--- src/rtl/gpio_irq_pkg.sv ---
package gpio_irq_pkg;
  localparam int unsigned REG_W  = 32;
  localparam int unsigned ADDR_W = 8;
  localparam int unsigned N_TRIG = 4;

  typedef enum logic [1:0] {
    TRIG_RISE = 2'd0,
    TRIG_FALL = 2'd1,
    TRIG_HIGH = 2'd2,
    TRIG_LOW  = 2'd3
  } trig_e;

  localparam logic [ADDR_W-1:0] A_PIN_IN   = 8'h00;
  localparam logic [ADDR_W-1:0] A_IN_GATE  = 8'h04;
  localparam logic [ADDR_W-1:0] A_DRV_EN   = 8'h08;
  localparam logic [ADDR_W-1:0] A_DRV_VAL  = 8'h0C;
  localparam logic [ADDR_W-1:0] A_DRV_INV  = 8'h10;
  localparam logic [ADDR_W-1:0] A_TRIG_BASE = 8'h14;
  localparam logic [ADDR_W-1:0] A_TRIG_STEP = 8'h08;

  function automatic logic [ADDR_W-1:0] en_addr(input int unsigned t);
    return A_TRIG_BASE + ADDR_W'(t) * A_TRIG_STEP;
  endfunction

  function automatic logic [ADDR_W-1:0] pend_addr(input int unsigned t);
    return A_TRIG_BASE + ADDR_W'(t) * A_TRIG_STEP + 8'h04;
  endfunction
endpackage

--- src/rtl/gpio_sync.sv ---
module gpio_sync #(
  parameter int unsigned W      = 32,
  parameter int unsigned STAGES = 2
) (
  input  logic         clk_i,
  input  logic         rst_ni,
  input  logic [W-1:0] async_i,
  output logic [W-1:0] sync_o
);
  logic [STAGES-1:0][W-1:0] stage_q;

  for (genvar s = 0; s < STAGES; s++) begin : g_stage
    always_ff @(posedge clk_i or negedge rst_ni) begin
      if (!rst_ni)     stage_q[s] <= '0;
      else if (s == 0) stage_q[s] <= async_i;
      else             stage_q[s] <= stage_q[(s == 0) ? 0 : s-1];
    end
  end

  assign sync_o = stage_q[STAGES-1];
endmodule

--- src/rtl/gpio_cond_detect.sv ---
module gpio_cond_detect
  import gpio_irq_pkg::*;
#(
  parameter int unsigned W = 32
) (
  input  logic                      clk_i,
  input  logic                      rst_ni,
  input  logic [W-1:0]              lvl_i,
  output logic [N_TRIG-1:0][W-1:0]  det_o
);
  logic [W-1:0] prev_q;

  always_ff @(posedge clk_i or negedge rst_ni) begin
    if (!rst_ni) prev_q <= '0;
    else         prev_q <= lvl_i;
  end

  always_comb begin
    det_o            = '0;
    det_o[TRIG_RISE] = lvl_i & ~prev_q;
    det_o[TRIG_FALL] = ~lvl_i & prev_q;
    det_o[TRIG_HIGH] = lvl_i;
    det_o[TRIG_LOW]  = ~lvl_i;
  end
endmodule

--- src/rtl/gpio_trig_slot.sv ---
module gpio_trig_slot #(
  parameter int unsigned W = 32
) (
  input  logic         clk_i,
  input  logic         rst_ni,
  input  logic         en_we_i,
  input  logic [W-1:0] en_wdata_i,
  input  logic [W-1:0] clr_i,
  input  logic [W-1:0] det_i,
  output logic [W-1:0] en_o,
  output logic [W-1:0] pend_o,
  output logic [W-1:0] hit_o
);
  logic [W-1:0] en_q;
  logic [W-1:0] pend_q;

  always_ff @(posedge clk_i or negedge rst_ni) begin
    if (!rst_ni) begin
      en_q   <= '0;
      pend_q <= '0;
    end else begin
      if (en_we_i) en_q <= en_wdata_i;
      pend_q <= (pend_q & ~clr_i) | det_i;
    end
  end

  assign en_o   = en_q;
  assign pend_o = pend_q;
  assign hit_o  = en_q & pend_q;

  // bits not cleared stay set
  p_sticky_r5: assert property (@(posedge clk_i) disable iff (!rst_ni)
    1'b1 |=> ((pend_q & $past(pend_q & ~clr_i)) == $past(pend_q & ~clr_i)));

  // a detection always lands, even against a clear
  p_det_wins_r8: assert property (@(posedge clk_i) disable iff (!rst_ni)
    1'b1 |=> ((pend_q & $past(det_i)) == $past(det_i)));

  // nothing sets without a detection
  p_no_stray_r7: assert property (@(posedge clk_i) disable iff (!rst_ni)
    1'b1 |=> ((pend_q & ~$past(pend_q) & ~$past(det_i)) == '0));
endmodule

--- src/rtl/gpio_irq_ctrl.sv ---
module gpio_irq_ctrl
  import gpio_irq_pkg::*;
#(
  parameter int unsigned NPIN        = 32,
  parameter int unsigned SYNC_STAGES = 2
) (
  input  logic              clk_i,
  input  logic              rst_ni,
  input  logic              req_valid_i,
  output logic              req_ready_o,
  input  logic              req_wr_i,
  input  logic [ADDR_W-1:0] req_addr_i,
  input  logic [REG_W-1:0]  req_wdata_i,
  output logic              rsp_valid_o,
  output logic [REG_W-1:0]  rsp_rdata_o,
  input  logic [NPIN-1:0]   pad_in_i,
  output logic [NPIN-1:0]   pad_out_o,
  output logic [NPIN-1:0]   pad_oe_o,
  output logic [NPIN-1:0]   irq_o
);
  logic [NPIN-1:0] gate_q, oe_q, val_q, inv_q;
  logic [NPIN-1:0] sync_lvl, gated_lvl;
  logic [N_TRIG-1:0][NPIN-1:0] det, slot_en, slot_pend, slot_hit, slot_clr;
  logic [N_TRIG-1:0] slot_we;
  logic wr_hit, rd_hit;
  logic [REG_W-1:0] rd_next;
  logic [NPIN-1:0] wdata_pin;
  logic [NPIN-1:0] pend_any;

  assign req_ready_o = 1'b1;
  assign wr_hit      = req_valid_i & req_wr_i;
  assign rd_hit      = req_valid_i & ~req_wr_i;
  assign wdata_pin   = req_wdata_i[NPIN-1:0];

  // control registers
  always_ff @(posedge clk_i or negedge rst_ni) begin
    if (!rst_ni) begin
      gate_q <= '0;
      oe_q   <= '0;
      val_q  <= '0;
      inv_q  <= '0;
    end else if (wr_hit) begin
      case (req_addr_i)
        A_IN_GATE: gate_q <= wdata_pin;
        A_DRV_EN:  oe_q   <= wdata_pin;
        A_DRV_VAL: val_q  <= wdata_pin;
        A_DRV_INV: inv_q  <= wdata_pin;
        default:   ;
      endcase
    end
  end

  assign pad_out_o = val_q ^ inv_q;
  assign pad_oe_o  = oe_q;

  // input path
  gpio_sync #(.W(NPIN), .STAGES(SYNC_STAGES)) u_sync (
    .clk_i   (clk_i),
    .rst_ni  (rst_ni),
    .async_i (pad_in_i),
    .sync_o  (sync_lvl)
  );

  assign gated_lvl = sync_lvl & gate_q;

  gpio_cond_detect #(.W(NPIN)) u_detect (
    .clk_i  (clk_i),
    .rst_ni (rst_ni),
    .lvl_i  (gated_lvl),
    .det_o  (det)
  );

  // one enable/pending slot per trigger condition
  for (genvar t = 0; t < N_TRIG; t++) begin : g_slot
    assign slot_we[t]  = wr_hit && (req_addr_i == en_addr(t));
    assign slot_clr[t] = (wr_hit && (req_addr_i == pend_addr(t))) ? wdata_pin : '0;

    gpio_trig_slot #(.W(NPIN)) u_slot (
      .clk_i      (clk_i),
      .rst_ni     (rst_ni),
      .en_we_i    (slot_we[t]),
      .en_wdata_i (wdata_pin),
      .clr_i      (slot_clr[t]),
      .det_i      (det[t]),
      .en_o       (slot_en[t]),
      .pend_o     (slot_pend[t]),
      .hit_o      (slot_hit[t])
    );
  end

  always_comb begin
    irq_o    = '0;
    pend_any = '0;
    for (int t = 0; t < N_TRIG; t++) begin
      irq_o    = irq_o | slot_hit[t];
      pend_any = pend_any | slot_pend[t];
    end
  end

  // read path
  always_comb begin
    rd_next = '0;
    case (req_addr_i)
      A_PIN_IN:  rd_next[NPIN-1:0] = gated_lvl;
      A_IN_GATE: rd_next[NPIN-1:0] = gate_q;
      A_DRV_EN:  rd_next[NPIN-1:0] = oe_q;
      A_DRV_VAL: rd_next[NPIN-1:0] = val_q;
      A_DRV_INV: rd_next[NPIN-1:0] = inv_q;
      default: begin
        for (int t = 0; t < N_TRIG; t++) begin
          if (req_addr_i == en_addr(t))   rd_next[NPIN-1:0] = slot_en[t];
          if (req_addr_i == pend_addr(t)) rd_next[NPIN-1:0] = slot_pend[t];
        end
      end
    endcase
  end

  always_ff @(posedge clk_i or negedge rst_ni) begin
    if (!rst_ni) begin
      rsp_valid_o <= 1'b0;
      rsp_rdata_o <= '0;
    end else begin
      rsp_valid_o <= rd_hit;
      rsp_rdata_o <= rd_hit ? rd_next : '0;
    end
  end

  // a line never rises without some pending bit behind it
  p_irq_src_r9: assert property (@(posedge clk_i) disable iff (!rst_ni)
    ((irq_o & ~pend_any) == '0));

  // pad level follows a drive value write one cycle later
  p_drive_wr_r2: assert property (@(posedge clk_i) disable iff (!rst_ni)
    (wr_hit && req_addr_i == A_DRV_VAL) |=> (pad_out_o == ($past(wdata_pin) ^ inv_q)));

  // every read answers exactly one cycle later
  p_rsp_r10: assert property (@(posedge clk_i) disable iff (!rst_ni)
    1'b1 |=> (rsp_valid_o == $past(rd_hit)));
endmodule

--- config.mk ---
export PLATFORM = sky130hd
export DESIGN_NAME = gpio_irq_ctrl
export DESIGN_NICKNAME = d
export VERILOG_FILES = /design/src/rtl/gpio_irq_pkg.sv /design/src/rtl/gpio_sync.sv /design/src/rtl/gpio_cond_detect.sv /design/src/rtl/gpio_trig_slot.sv /design/src/rtl/gpio_irq_ctrl.sv
export SDC_FILE = /design/constraint.sdc
export NUM_CORES = 1
export LEC_CHECK = 0
export BUFFER_PORTS_ARGS = -buffer_cell sky130_fd_sc_hd__buf_2
export CORE_MARGIN = 5
export CORE_UTILIZATION = 64
export DETAILED_ROUTE_END_ITERATION = 16
export MAX_ROUTING_LAYER = met4
export PLACE_DENSITY = 0.85
export SETUP_SLACK_MARGIN = 0.2
export SLEW_MARGIN = 20
export SYNTH_ARGS = -nofsm -noshare
export SYNTH_HDL_FRONTEND = slang
export SYNTH_SLANG_ARGS = --single-unit
--- constraint.sdc ---
create_clock -name clk_i -period 2.4 [get_ports clk_i]
set_input_delay 0.24 -clock clk_i [delete_from_list [all_inputs] [get_ports clk_i]]
set_output_delay 0.24 -clock clk_i [all_outputs]
set_load 0.05 [all_outputs]
==> metrics.yaml, run 1 <==
outcome: "complete, no violations"
yosysSeqAreaShare: 0.560
dp_slack_ps: 141
clk_pin_slew_ps: 60
rsz0062_at_grt: "false"
use_met3: 0.0806
fp-row-count: 69
drtAntennaViolNets: 0
hold_slack_ps: 31.2
post_drt_wl_per_cell_um: 26.7
final_cells: 2698
layout-drive-gt1-share: 0.310
insertion_delay_ps: 590
grt_pass1_wl_um: 110000
final_hold_viol_count: 0
totalWireLength_um: 72100
r2r-start: "pad_oe_o[5]$_DFFE_PN0P_"
postLayoutCellArea_mm2: 0.0271
hpwl_um: 45700
hold_path.class: "in2reg"
worstMarginPinSlew_ps: 711
port_buffers: 204
required_ps: 2160
clock-sinks: 513
skew_ps: 10.5
synth_fp_nets: 2026
coreArea_mm2: 0.0355
grt_max_degree: 91
ir_drop_uv: 853
start_kind: "flop"
path_class: "reg2out"
tns_ps: 0
ys_ff_latch: 513
worstSetupStartpoint: "inv_q[14]$_DFFE_PN0P_"
power_density_mw_per_mm2: 731
drc: 0
ios: 206
final_common_cell: "dfrtp_1"
area_growth_pct: 18.1
final_cell_mix: "513 x dfrtp_1, 276 x nand2_1, 244 x mux2_2"
maxCapViolCount: 0
gp_congestion: 0.974
ys_async_sr_fraction: 1.00
p_leak_nw: 13.3
syn_area_per_cell_um2: 11.7
drt_iter0_drc: 2069
min-delay-start: "req_wdata_i[10]"
cts_tree: "yes"
fin_ws_ps: 428
dieArea_mm2: 0.0397
use_met1: 0.481
end_kind: "primary output"
fmax_ghz: 0.507
fp.dieW_um: 199
max-slew-margin-rel: 0.526
hold_buffers: 33
placedCellCount: 2569
ys_warn_count: 0
setup_viol: 0
grt_overflow: 0
busiest_layer: "met2"
dieHeight_um: 199
finish.utilization: 0.763
finalPower_mw: 19.8
synth_area_mm2: 0.0229
synth_edf_count: 0
crit_arrival_ps: 1730
ys_types: 58
antenna_found_initial: 5
initial_core_util: 0.646
cts_buffer_depth: 3
grt_pass1_vias: 19000
slew_viol_final: 0
crit_fanout: 3
cts_made_buffers: 51
postSynthCellCount: 1950
finalCriticalPeriod_ps: 1970
grt_usage: 0.371
final_nets: 2270
clockRootBuffer: "clkbuf_16"
vias: 18300
htreeDepth: 2
ys.flop_type: "dfrtp_1"
vias_per_cell: 6.78
postCtsSetupBuffers: 0
cts_resized: 0
grt_use_met2: 0.549
timing.final.crit_share: 0.822
dr.pass1.iters: 8
dpl_cell_area_mm2: 0.0249
-- cell type report --
| type | count | area, µm² |
|---|---|---|
| flip-flops and latches | 513 | 12800 |
| multi-input cells | 1248 | 9310 |
| fillers | 2180 | 8430 |
| repair buffers | 340 | 2400 |
| clock buffers | 73 | 1530 |
| well taps | 461 | 577 |
| clock inverters | 18 | 240 |
| inverters | 40 | 150 |
| diodes | 5 | 12.5 |
-- per-layer routing --
| metal | share of wire | up-vias |
|---|---|---|
| met1 | 0.37 | 9026 |
| met2 | 0.46 | 1329 |
| met4 | 0.061 | 0 |
| met3 | 0.11 | 361 |
| li1 | - | 7574 |
| met5 | 0 | - |
-- where the power goes --
group	internal [mW]	total [mW]	leakage (nW)	switching (mW)
clock	4.97	8.38	0.878	3.42
combinational	0.687	1.88	5.82	1.19
sequential	9.11	9.52	6.57	0.408
-- path summary, 6_finish.rpt --
path / end / slack, ps / cells past startpoint
setup / recovery: pad_out_o[14] / 430 / 2
hold / removal: g_slot[0].u_slot.pend_o[10]$_DFF_PN0_ / 30 / 3
setup reg to reg: rsp_rdata_o[5]$_DFF_PN0_ / 740 / 5
hold reg to reg: u_sync.sync_o[20]$_DFF_PN0_ / 340 / 0
max in group asynchronous: pad_oe_o[21]$_DFFE_PN0P_ / 1340 / 3
min in group asynchronous: g_slot[0].u_slot.en_o[25]$_DFFE_PN0P_ / 170 / 2
-- worst max-delay path, stage by stage, from the launching register on --
cell,delay (ps)
dfrtp_1,410
xor2_1,380
buf_2,350
-- flip-flops by register name, summed over array words and instances, names as in the netlist --
| signal | count |
|---|---|
| inv_q | 32 |
| gate_q | 32 |
| rsp_rdata_o | 32 |
| pad_oe_o | 32 |
| u_sync.stage_q | 32 |
| g_slot.u_slot.pend_o | 128 |
| u_sync.sync_o | 32 |
| u_detect.prev_q | 32 |
| g_slot.u_slot.en_o | 128 |
| val_q | 32 |
| rsp_valid_o | 1 |
-- cells in the mapped netlist (30+ instances only) --
cell type / instances / area share
a21o_1: 59 / 0.019
a221oi_1: 39 / 0.015
a22o_1: 40 / 0.015
a22oi_1: 91 / 0.030
buf_2: 52 / 0.011
clkbuf_1: 79 / 0.013
dfrtp_1: 513 / 0.56
inv_1: 40 / 0.0066
mux2_2: 244 / 0.12
mux2_4: 30 / 0.020
nand2_1: 277 / 0.045
nor2_1: 51 / 0.0084
o21ai_0: 99 / 0.022
o2bb2ai_1: 63 / 0.024
xor2_1: 32 / 0.012
-- kinds of logic (layout without fill, tap and decap cells) --
group	count (synthesis)	count (layout)	share of synthesized area
multiplexers	279	279	0.142
other	1	6	0.000164
flip-flops	513	513	0.560
XOR/XNOR	32	32	0.0122
buffers and inverters	189	471	0.0365
AND/OR/NAND/NOR	407	407	0.0784
AO/OA/AOI/OAI	529	529	0.171
Note: power is estimated with default switching activity, not from simulation.
==> run 2, diff against run 1 <==
--- a/config.mk
+++ b/config.mk
@@ -7,10 +7,10 @@
 export LEC_CHECK = 0
 export BUFFER_PORTS_ARGS = -buffer_cell sky130_fd_sc_hd__buf_2
 export CORE_MARGIN = 5
-export CORE_UTILIZATION = 64
+export CORE_UTILIZATION = 60
 export DETAILED_ROUTE_END_ITERATION = 16
 export MAX_ROUTING_LAYER = met4
-export PLACE_DENSITY = 0.85
+export PLACE_DENSITY = 0.8
 export SETUP_SLACK_MARGIN = 0.2
 export SLEW_MARGIN = 20
 export SYNTH_ARGS = -nofsm -noshare
==> constraint.sdc (replaced) <==
create_clock -name clk_i -period 1.85 [get_ports clk_i]
set_input_delay 0.185 -clock clk_i [delete_from_list [all_inputs] [get_ports clk_i]]
set_output_delay 0.185 -clock clk_i [all_outputs]
set_load 0.05 [all_outputs]
==> run 2 against run 1 <==
Global-route usage is 1.5 points higher; highest routed layer unchanged; critical endpoint is now irq_o[15]; via count is 10% higher; routed wire length is 13% higher; largest power group unchanged; sequential power is 30% higher.
==> metrics.yaml, run 2 (same netlist as run 1, synthesis figures left out) <==
crit_fanout: 3  # unchanged
insertion_delay_ps: 610  # +20 ps
maxCapViolCount: 0  # unchanged
dr.pass1.iters: 8  # unchanged
totalWireLength_um: 81400  # +13%
grt_overflow: 0  # unchanged
final_hold_viol_count: 0  # unchanged
required_ps: 1660  # -500 ps
reg2reg_slack_ps: 180  # -560 ps
fmax_ghz: 0.571
path_class: "reg2out"
pwr-share-clk: 0.396  # -0.028
slew_viol_final: 0  # unchanged
outcome: "complete, no violations"
hold_slack_ps: 63.2  # +32.0 ps
cts_buffer_depth: 3  # unchanged
fp.dieW_um: 205  # +3.1%
gp_congestion: 1.00  # +2.6%
drt_iter0_drc: 2694  # +30%
clk_pin_slew_ps: 60  # about the same
p_leak_nw: 14.6  # +10%
final_cells: 3004  # +11%
port_buffers: 204  # unchanged
rsz0062_at_grt: "true"
finalCriticalPeriod_ps: 1750
hold_path.class: "in2async"
drtAntennaViolNets: 0  # unchanged
worstMarginPinSlew_ps: 483  # -228 ps
initial_core_util: 0.608  # -0.0374
dieArea_mm2: 0.0422  # +6.3%
grt_usage: 0.386  # +0.0150
clock-sinks: 513  # unchanged
drc: 0  # unchanged
vias_per_cell: 6.71  # -1.0%
grt_max_degree: 88  # -3.3%
vias: 20200  # +10%
max-slew-margin-rel: 0.669  # +0.144
hpwl_um: 48900  # +7.1%
p_sw_mw: 6.98  # +39%
skew_ps: 22.8  # +12.3 ps
antenna_found_initial: 5  # unchanged
timing.final.crit_share: 0.947
fillers: 2008  # -7.9%
power_frac_comb: 0.127  # +0.032
post_drt_wl_per_cell_um: 27.1  # +1.4%
setup_viol: 0  # unchanged
htreeDepth: 2  # unchanged
area_growth_pct: 31.8
end_kind: "primary output"
ir_drop_uv: 986  # +16%
ios: 206  # unchanged
finish.utilization: 0.801  # +0.0390
clockRootBuffer: "clkbuf_16"
dieHeight_um: 205  # +3.1%
p_int_mw: 19.0  # +29%
layout-drive-gt1-share: 0.402  # +0.0920
start_kind: "flop"
final_common_cell: "dfrtp_1"
placedCellCount: 2707  # +5.4%
p_sw_frac: 0.269  # +0.0152
seq_power_share: 0.476  # -0.005
crit_arrival_ps: 1570  # -160 ps
grt_pass1_vias: 20900  # +9.7%
cts_made_buffers: 51  # unchanged
final_nets: 2523  # +11%
coreArea_mm2: 0.0377  # +6.2%
grt_pass1_wl_um: 121000  # +10%
cts_tree: "yes"
fp-row-count: 71  # +2.9%
power_density_mw_per_mm2: 860  # +18%
final_cell_mix: "511 x dfrtp_1, 290 x buf_4, 258 x nand2_1"
run 2: layer usage:
metal | track usage | share of wire | vias to the layer above
li1 | - | - | 8082
met1 | 0.476 | 0.35 | 9980
met2 | 0.589 | 0.46 | 1588
met5 | - | 0 | -
met3 | 0.0842 | 0.12 | 505
met4 | 0.235 | 0.075 | 0
run 2: final cells by class:
cell class | instances | area, µm² | share of cell area
Antenna cell | 6 | 15.0 | 0.000497
Clock buffer | 66 | 1370 | 0.0455
Clock inverter | 27 | 251 | 0.00833
Inverter | 40 | 150 | 0.00497
Multi-Input combinational cell | 1248 | 9880 | 0.327
Sequential cell | 513 | 12800 | 0.425
Tap cell | 511 | 639 | 0.0212
Timing Repair Buffer | 593 | 5040 | 0.167
run 2: worst paths after layout:
kind | cells past startpoint | endpoint | from
max | 3 | irq_o[15] | g_slot[3].u_slot.en_o[15]$_DFFE_PN0P_
min | 2 | g_slot[1].u_slot.pend_o[28]$_DFF_PN0_ | rst_ni
max reg2reg | 7 | rsp_rdata_o[5]$_DFF_PN0_ | pad_oe_o[5]$_DFFE_PN0P_
min reg2reg | 0 | u_sync.sync_o[11]$_DFF_PN0_ | u_sync.stage_q[11]$_DFF_PN0_
max in group asynchronous | 4 | u_detect.prev_q[6]$_DFF_PN0_ | rst_ni
min in group clk_i | 2 | u_sync.stage_q[2]$_DFF_PN0_ | pad_in_i[2]
run 2: through the flow:
stage | setup slack (ps) | power (mW) | instance area [µm²] | setup TNS [ps]
after detailed placement | -260 | 15.0 | 26100 | -50140
after CTS | 97.4 | 25.6 | 29600 | 0
after global routing | 86.6 | 26.7 | 30200 | 0
after floorplan | -69.8 | 13.9 | 23100 | -5770
final | 98.5 | 26.0 | 30200 | 0
after global placement | -265 | 14.9 | 26100 | -40580
run 2: repair_timing:
item / 4_1_cts / 5_1_grt
endpoints found under the hold margin: 511 / 0
pin swaps: 53 / 54
hold buffers: 65 / 0
setup buffers: 82 / 51
gates resized for setup: 145 / 54
endpoints found under the setup margin: 55 / 62
run 2: worst max-delay path, stage by stage (launching register included):
cell	delay, ps
dfrtp_1	420
a22oi_2	260
nand2_2	120
buf_6	170
run 2: power groups by stage:
stage          clock network, mW  registers, mW  logic, mW
2_1_floorplan                  0           12.4       1.43
3_3_place_gp                   0           12.5       2.41
3_5_place_dp                   0           12.5       2.49
4_1_cts                     10.3           12.3       3.01
5_1_grt                     10.8           12.4       3.48
6_report                    10.3           12.4       3.30
